[config.mk]
export PLATFORM = sky130hd
export DESIGN_NAME = pwu_timer
export DESIGN_NICKNAME = d
export VERILOG_FILES = /design/src/rtl/pwu_pkg.sv /design/src/rtl/pwu_counter.sv /design/src/rtl/pwu_regs.sv /design/src/rtl/pwu_timer.sv
export SDC_FILE = /design/constraint.sdc
export NUM_CORES = 1
export LEC_CHECK = 0
export BUFFER_PORTS_ARGS = -buffer_cell sky130_fd_sc_hd__buf_2
export CORE_AREA = 2 2 72 74
export DETAILED_ROUTE_END_ITERATION = 8
export DIE_AREA = 0 0 74 76
export GPL_TIMING_DRIVEN = 0
export PLACE_DENSITY_LB_ADDON = 0.1
export RECOVER_POWER = 25
export SETUP_SLACK_MARGIN = 0.15
export SLEW_MARGIN = 15
export SYNTH_ARGS = -nofsm -noshare
export SYNTH_HDL_FRONTEND = slang
export SYNTH_SLANG_ARGS = --single-unit
[constraint.sdc]
create_clock -name clk -period 7.2 [get_ports clk]
set_clock_uncertainty 0.1 [all_clocks]
set_input_delay 0.36 -clock clk [delete_from_list [all_inputs] [get_ports clk]]
set_output_delay 0.36 -clock clk [all_outputs]
set_load 0.01 [all_outputs]
[src/rtl/pwu_pkg.sv]
package pwu_pkg;
  typedef enum logic [1:0] {
    REG_CTRL  = 2'd0,
    REG_PRESC = 2'd1,
    REG_WDIV  = 2'd2,
    REG_RDIV  = 2'd3
  } pwu_addr_e;

  localparam int unsigned CTL_WAKE_EN  = 0;
  localparam int unsigned CTL_RST_EN   = 1;
  localparam int unsigned CTL_WAKE_ACK = 4;
  localparam int unsigned CTL_RST_ACK  = 5;

  localparam int unsigned PATH_WAKE = 0;
  localparam int unsigned PATH_RST  = 1;
  localparam int unsigned NUM_PATHS = 2;
endpackage

[src/rtl/pwu_counter.sv]
module pwu_counter #(
  parameter int unsigned CNT_W = 8
) (
  input  logic             clk,
  input  logic             rst_n,
  input  logic             en_i,
  input  logic             step_i,
  input  logic             load_i,
  input  logic [CNT_W-1:0] load_val_i,
  output logic             hit_o
);
  logic [CNT_W-1:0] limit_q;
  logic [CNT_W-1:0] cnt_q;
  logic [CNT_W-1:0] cnt_inc;
  logic             at_end;

  assign cnt_inc = cnt_q + 1'b1;
  assign at_end  = (cnt_inc == limit_q);
  assign hit_o   = en_i && step_i && !load_i && at_end;

  always_ff @(posedge clk or negedge rst_n) begin
    if (!rst_n) begin
      limit_q <= '0;
      cnt_q   <= '0;
    end else if (load_i) begin
      limit_q <= load_val_i;
      cnt_q   <= '0;
    end else if (!en_i) begin
      cnt_q <= '0;
    end else if (step_i) begin
      cnt_q <= at_end ? '0 : cnt_inc;
    end
  end

  p_cnt_in_range_r2: assert property (@(posedge clk) disable iff (!rst_n)
    (limit_q != '0) |-> (cnt_q < limit_q));

  p_load_restarts_r11: assert property (@(posedge clk) disable iff (!rst_n)
    load_i |=> (cnt_q == '0));
endmodule

[src/rtl/pwu_regs.sv]
module pwu_regs
  import pwu_pkg::*;
#(
  parameter int unsigned CNT_W = 8
) (
  input  logic                 clk,
  input  logic                 rst_n,
  input  logic                 wr_en_i,
  input  logic [1:0]           wr_addr_i,
  input  logic [CNT_W-1:0]     wr_data_i,
  input  logic [NUM_PATHS-1:0] hit_i,
  output logic                 presc_load_o,
  output logic [NUM_PATHS-1:0] div_load_o,
  output logic [NUM_PATHS-1:0] en_eff_o,
  output logic [NUM_PATHS-1:0] flag_o
);
  logic                 wake_en_q;
  logic                 rst_en_q;
  logic                 ctl_wr;
  logic [NUM_PATHS-1:0] ack;

  assign ctl_wr       = wr_en_i && (wr_addr_i == REG_CTRL);
  assign presc_load_o = wr_en_i && (wr_addr_i == REG_PRESC);
  assign div_load_o[PATH_WAKE] = wr_en_i && (wr_addr_i == REG_WDIV);
  assign div_load_o[PATH_RST]  = wr_en_i && (wr_addr_i == REG_RDIV);
  assign ack[PATH_WAKE] = ctl_wr && wr_data_i[CTL_WAKE_ACK];
  assign ack[PATH_RST]  = ctl_wr && wr_data_i[CTL_RST_ACK];

  always_ff @(posedge clk or negedge rst_n) begin
    if (!rst_n) begin
      wake_en_q <= 1'b1;
      rst_en_q  <= 1'b0;
    end else if (ctl_wr) begin
      wake_en_q <= wr_data_i[CTL_WAKE_EN];
      rst_en_q  <= wr_data_i[CTL_RST_EN];
    end
  end

  // an all-off setting falls back to wake-up only
  assign en_eff_o[PATH_WAKE] = wake_en_q || !rst_en_q;
  assign en_eff_o[PATH_RST]  = rst_en_q;

  for (genvar g = 0; g < NUM_PATHS; g++) begin : g_flag
    logic flag_q;
    always_ff @(posedge clk or negedge rst_n) begin
      if (!rst_n)        flag_q <= 1'b0;
      else if (hit_i[g]) flag_q <= 1'b1;
      else if (ack[g])   flag_q <= 1'b0;
    end
    assign flag_o[g] = flag_q;

    p_event_wins_r10: assert property (@(posedge clk) disable iff (!rst_n)
      hit_i[g] |=> flag_o[g]);
    p_ack_clears_r8: assert property (@(posedge clk) disable iff (!rst_n)
      (ack[g] && !hit_i[g]) |=> !flag_o[g]);
    p_flag_sticky_r9: assert property (@(posedge clk) disable iff (!rst_n)
      (flag_o[g] && !ack[g]) |=> flag_o[g]);
    p_disabled_quiet_r7: assert property (@(posedge clk) disable iff (!rst_n)
      (!en_eff_o[g] && !flag_o[g]) |=> !flag_o[g]);
  end
endmodule

[src/rtl/pwu_timer.sv]
module pwu_timer
  import pwu_pkg::*;
#(
  parameter int unsigned CNT_W = 8
) (
  input  logic             clk,
  input  logic             rst_n,
  input  logic             tick_i,
  input  logic             wr_en_i,
  input  logic [1:0]       wr_addr_i,
  input  logic [CNT_W-1:0] wr_data_i,
  output logic             wake_irq_o,
  output logic             rst_req_o,
  output logic             wake_en_o,
  output logic             rst_en_o
);
  logic                 presc_load;
  logic                 presc_pulse;
  logic [NUM_PATHS-1:0] div_load;
  logic [NUM_PATHS-1:0] en_eff;
  logic [NUM_PATHS-1:0] hit;
  logic [NUM_PATHS-1:0] flag;

  pwu_regs #(.CNT_W(CNT_W)) regs_i (
    .clk          (clk),
    .rst_n        (rst_n),
    .wr_en_i      (wr_en_i),
    .wr_addr_i    (wr_addr_i),
    .wr_data_i    (wr_data_i),
    .hit_i        (hit),
    .presc_load_o (presc_load),
    .div_load_o   (div_load),
    .en_eff_o     (en_eff),
    .flag_o       (flag)
  );

  pwu_counter #(.CNT_W(CNT_W)) presc_i (
    .clk        (clk),
    .rst_n      (rst_n),
    .en_i       (1'b1),
    .step_i     (tick_i),
    .load_i     (presc_load),
    .load_val_i (wr_data_i),
    .hit_o      (presc_pulse)
  );

  for (genvar g = 0; g < NUM_PATHS; g++) begin : g_div
    pwu_counter #(.CNT_W(CNT_W)) div_i (
      .clk        (clk),
      .rst_n      (rst_n),
      .en_i       (en_eff[g]),
      .step_i     (presc_pulse),
      .load_i     (div_load[g]),
      .load_val_i (wr_data_i),
      .hit_o      (hit[g])
    );
  end

  assign wake_irq_o = flag[PATH_WAKE];
  assign rst_req_o  = flag[PATH_RST];
  assign wake_en_o  = en_eff[PATH_WAKE];
  assign rst_en_o   = en_eff[PATH_RST];

  p_never_both_off_r6: assert property (@(posedge clk) disable iff (!rst_n)
    wake_en_o || rst_en_o);

  p_event_needs_pulse_r3: assert property (@(posedge clk) disable iff (!rst_n)
    (hit != '0) |-> (presc_pulse && tick_i));
endmodule

# Word-level counts from Yosys, hierarchy flattened
# Cells that the tools add are included.
# W data, S select, Z words.
totals:
  output_inout_bits: 4
  ff_bits: 52
  wordCells: 59
  input_bits: 14
classes:
  n_addsub: 3
  eq_ne: 8
  n_reduce_logical: 23
  muxes: 15
ops:
  columns: ["op", "n"]
  rows:
  - ["$mux W8", 11]
  - ["$add A8 B1 Y8 const B", 3]
  - ["$eq A8 B8 Y1", 3]
  - ["$logic_and A1 B1 Y1", 14]
  - ["$reduce_bool A2 Y1", 3]
  - ["$eq A2 B2 Y1 const B", 2]
  - ["$logic_not A1 Y1", 4]
  - ["$mux W1", 4]
  - ["$ne A3 B1 Y1 const B", 1]
  - ["$ne A3 B3 Y1 const B", 1]
  - ["$eq A2 B1 Y1 const B", 1]
  - ["$logic_not A2 Y1", 1]
  - ["$logic_or A1 B1 Y1", 1]

# Longest topological paths before layout
depth:
  word_depth: 9
  ltp_mapped: 10
  depth_no_buf: 8

# Modules after synthesis
# From an unflattened synthesis, not the netlist that was laid out.
hier_totals:
  hier_cells: 331
  hier_area_um2: 3316.9
by_module_without_submodules:
  columns: ["mod", "cells_each", "seq_area_each_um2", "instances", "area_each_um2"]
  rows:
  - ["pwu_counter", 103, 400.4, 3, 1029.7]
  - ["pwu_regs", 21, 101.3, 1, 224.0]
  - ["pwu_timer", 1, 0.0, 1, 3.8]

# Worst setup path before layout
# No wires, ideal clock.
synth_timing:
  path_type: "reg2reg"
  from: "reg presc_i.cnt_q[0]"
  to: "reg g_div[1].div_i.cnt_q[7]"
  path_stages_with_launch: 10
  t_arrival_ps: 2449
  setup_ps: 78
  slack_ps: 4573
  n_path_buf: 1
  synth_period_minus_slack_ps: 2627
  required_ps: 7022
  path_cell_list: "dfrtp_1 -> ha_1 -> or3b_1 -> a211oi_1 -> nor3_2 -> a211oi_2 -> nand3_2 -> buf_6 -> or4_1 -> a21oi_1"
synth_between:
  elab_chain_len: 4
synth_lines:
  columns: ["element", "line_no", "text"]
  rows:
  - ["start, declared", "pwu_counter.sv:13", "logic [CNT_W-1:0] cnt_q;"]
  - ["start signal, assigned", "pwu_counter.sv:31", "cnt_q <= at_end ? '0 : cnt_inc;"]
  - ["$add A8 B1 Y8", "pwu_counter.sv:17", "assign cnt_inc = cnt_q + 1'b1;"]
  - ["$eq A8 B8 Y1", "pwu_counter.sv:18", "assign at_end = (cnt_inc == limit_q);"]
  - ["$logic_and A1 B1 Y1", "pwu_counter.sv:19", "assign hit_o = en_i && step_i && !load_i && at_end;"]
  - ["$ne A3 B1 Y1 (no line)", null, null]
  - ["end signal, assigned", "pwu_counter.sv:31", null]
  - ["end, declared", "pwu_counter.sv:13", null]
# Every way passes these cells.
# A chain may end at the register's enable or synchronous reset.

# Worst setup path in the final report
layout_timing:
  from: "reg g_div[0].div_i.cnt_q[0]"
  to: "reg g_div[0].div_i.cnt_q[6]"
layout_between:
  elab_chain_len: 6
layout_lines:
  columns: ["element", "line_no", "text"]
  rows:
  - ["start, declared", "pwu_counter.sv:13", null]
  - ["start signal, assigned", "pwu_counter.sv:31", null]
  - ["$add A8 B1 Y8 *", "pwu_counter.sv:17", null]
  - ["$eq A8 B8 Y1", "pwu_counter.sv:18", null]
  - ["$mux W8 *", "pwu_counter.sv:31", null]
  - ["$mux W8 *", "pwu_counter.sv:30", "end else if (step_i) begin"]
  - ["$mux W8 *", "pwu_counter.sv:28", "end else if (!en_i) begin"]
  - ["$mux W8 *", "pwu_counter.sv:25", "end else if (load_i) begin"]
# Every way passes the cells marked *; elsewhere a longest branch is shown, timed or not. The select of a mux whose other input is x is not followed.

==> impl_metrics.tcl <==
set metrics [dict create \
    area_growth_pct 9.590 \
    track_usage 0.2492 \
    cp.required_ps 7280 \
    port_buffers 17 \
    clock.fmax_mhz 338.9 \
    fin_nets 347 \
    violations "max-capacitance violations, max-slew violations" \
    wl_mm 6.269 \
    grt_max_degree 53 \
    status "complete, but fails checks" \
    fin_crit_sh 0.4099 \
    yosysTopAreaCell "dfrtp_1" \
    via_per_inst 5.885 \
    r2r_slack_ps 4250 \
    slew_headroom -0.8313 \
    max_cap_violations 1 \
    drt_iter0_drc 120 \
    core_area_mm2 0.004912 \
    ys_ff_latch 52 \
    cts_tree "built" \
    synthDistinctLibCells 52 \
    synth_common_cells "dfrtp_1 (51), o21ai_0 (29), mux2_2 (26), nand2_1 (21), nand3_1 (17)" \
    r2r-start "g_div[0].div_i.cnt_q[0]$_DFFE_PN0P_" \
    period_minus_slack_ps 2951 \
    yosysMostFrequentCell "dfrtp_1" \
    cts_setup_buffers 0 \
    cts_resized 0 \
    syn_nets 323 \
    drv_slew 53 \
    path_clk_slew_ps 100 \
    crit_path_end "g_div[0].div_i.cnt_q[6]$_DFFE_PN0P_" \
    syn_area_per_cell_um2 9.977 \
    cts.htree.levels 2 \
    cp_max_fo 7 \
    clockBufferDepth 2 \
    rsz0062_at_grt "false" \
    max-vdd-ir-drop_mv 0.1793 \
    drive_gt1_frac 0.2024 \
    ys_seq_area_frac 0.4266 \
    cts_buffers 5 \
    wl_per_cell_um 15.63 \
    ys.warnings.count 0 \
    dieArea_mm2 0.005624 \
    grt-ovfl-total 0 \
    postCtsHoldBufs 0 \
    antenna_found_initial 0 \
    reg2reg_to "g_div[0].div_i.cnt_q[6]$_DFFE_PN0P_" \
    postRouteAntennaNets 0 \
    worst-setup-path-type "flop to flop" \
    rows 26 \
    synth_area_mm2 0.003053 \
    end_kind "flop" \
    cp.arrival_ps 3030 \
    startpoint_type "flop" \
    dr.pass1.iters 7 \
    synth-edff-count 0 \
    io_pins 18 \
    setup_tns_ps 0 \
    yosys_most_used_dff "dfrtp_1" \
    start_util 0.6215 \
    syn_inst 306 \
    cts_root_buf "clkbuf_8" \
    power_density_mw_per_mm2 217.6 \
    grt_pass1_vias 2223 \
    p_leak_uw 0.001400 \
    gp_congestion 0.8979 \
    r2r_cells 8 \
    synth.area.top_cells "dfrtp_1 (42%), mux2_2 (9.6%), o21ai_0 (4.8%)" \
    synth_top_area_share 0.4180 \
    grt_pass1_wl_mm 10.79 \
    worstMarginPinSlew_ps 2747 \
    vias 2360 \
    die_h_um 76 \
    worstSetupStartpoint "g_div[0].div_i.cnt_q[0]$_DFFE_PN0P_" \
    drc 0 \
    fin_util 0.6811 \
    n_antenna_cell 0 \
    clock_sinks 52 \
    hold_viol 0 \
    setup_viol 0 \
    hold_class "input pin to flop" \
    async_flop_share 1.000 \
    die_w_um 74 \
    clock_latency_ps 310 \
    dpl.hpwl_mm 4.506 \
]
-- worst min-delay path by stage --
| stage | startpoint | to | slack [ps] | cells past startpoint |
|---|---|---|---|---|
| 3_3_place_gp | regs_i.g_flag[1].flag_q$_DFFE_PN0P_ | regs_i.g_flag[1].flag_q$_DFFE_PN0P_ | 360 | 2 |
| 6_report | wr_data_i[3] | g_div[1].div_i.limit_q[3]$_DFFE_PN0P_ | 230 | 2 |
| 5_1_grt | wr_data_i[3] | g_div[0].div_i.limit_q[3]$_DFFE_PN0P_ | 220 | 2 |
| 4_1_cts | rst_n | g_div[0].div_i.cnt_q[5]$_DFFE_PN0P_ | 200 | 1 |
| 3_5_place_dp | regs_i.g_flag[1].flag_q$_DFFE_PN0P_ | regs_i.g_flag[1].flag_q$_DFFE_PN0P_ | 360 | 2 |
| 2_1_floorplan | rst_n | g_div[0].div_i.cnt_q[0]$_DFFE_PN0P_ | -40 | 0 |
-- kinds of logic (layout without fill, tap and decap cells) --
| group | Yosys count | in the layout | share of synthesized area |
|---|---|---|---|
| AO/OA/AOI/OAI | 67 | 67 | 0.1352 |
| multiplexers | 27 | 27 | 0.09918 |
| AND/OR/NAND/NOR | 117 | 117 | 0.2242 |
| XOR/XNOR | 24 | 24 | 0.06885 |
| buffers and inverters | 16 | 41 | 0.03361 |
| flip-flops | 52 | 52 | 0.4266 |
| adder cells (fa/ha/maj) | 3 | 3 | 0.01230 |
-- stage by stage --
| stage | power, uW | cell area [um^2] | std cells | hold WS, ps | setup WS, ps |
|---|---|---|---|---|---|
| 6_report | 728.2 | 3346 | 401 | 229.0 | 4249 |
| 5_1_grt | 768.5 | 3346 | 401 | 221.8 | 3945 |
| 4_1_cts | 734.9 | 3347 | 401 | 201.1 | 4236 |
| 3_5_place_dp | 520.8 | 3226 | 393 | 364.4 | 4246 |
| 3_3_place_gp | 513.8 | 3226 | 393 | 361.2 | 4283 |
| 2_1_floorplan | 476.1 | 3053 | 306 | -35.59 | 4573 |
-- sequential cells by signal (all words and copies together) (netlist names) --
| signal | flops |
|---|---|
| g_div.div_i.cnt_q | 16 |
| g_div.div_i.limit_q | 16 |
| presc_i.limit_q | 8 |
| presc_i.cnt_q | 8 |
| regs_i.rst_en_q | 1 |
| regs_i.g_flag.flag_q | 2 |
| regs_i.wake_en_q | 1 |
-- placed cells by master, fill, tap and decap left out, types with 4 or more instances in the layout --
cell and n:
a21o_1 5, a21oi_1 9, a31oi_1 4, and3_1 4
buf_2 16, clkbuf_1 6, clkbuf_8 8, dfrtp_1 51
inv_1 6, mux2_2 26, nand2_1 21, nand2b_1 8
nand3_1 17, nor2_1 11, nor2b_1 6, nor3_1 12
nor3b_1 5, o21ai_0 29, o31ai_1 5, or3_1 4
xnor2_1 13, xor2_1 11
-- worst max-delay path: stages, from the launching register on --
cell,delay [ps]
dfrtp_1,450
ha_1,310
nand3_1,220
o21ai_0,200
or3b_2,470
nor4_2,510
nor2_1,170
nand2b_1,260
o21ai_0,140
-- layout make-up --
class | instances | area (um^2)
Multi-Input combinational cell | 238 | 1648
Fill cell | 405 | 1567
Sequential cell | 52 | 1303
Tap cell | 70 | 87.58
Timing Repair Buffer | 17 | 83.83
Clock buffer | 6 | 82.58
Buffer | 10 | 80.08
Clock inverter | 2 | 38.79
Inverter | 6 | 22.52
-- routing by layer --
metal	share of wire	vias up	global-route usage
met5	0	-	0
met3	0.038	7	0.04894
met2	0.47	54	0.3732
met4	0.016	0	0.08182
met1	0.48	1133	0.3618
li1	-	1166	-
-- power by group --
group | switching [uW] | total, uW | internal, uW
registers | 28.5 | 355 | 327
clock network | 100 | 214 | 114
logic | 81.2 | 159 | 77.6
(Power assumes the default switching activity.)
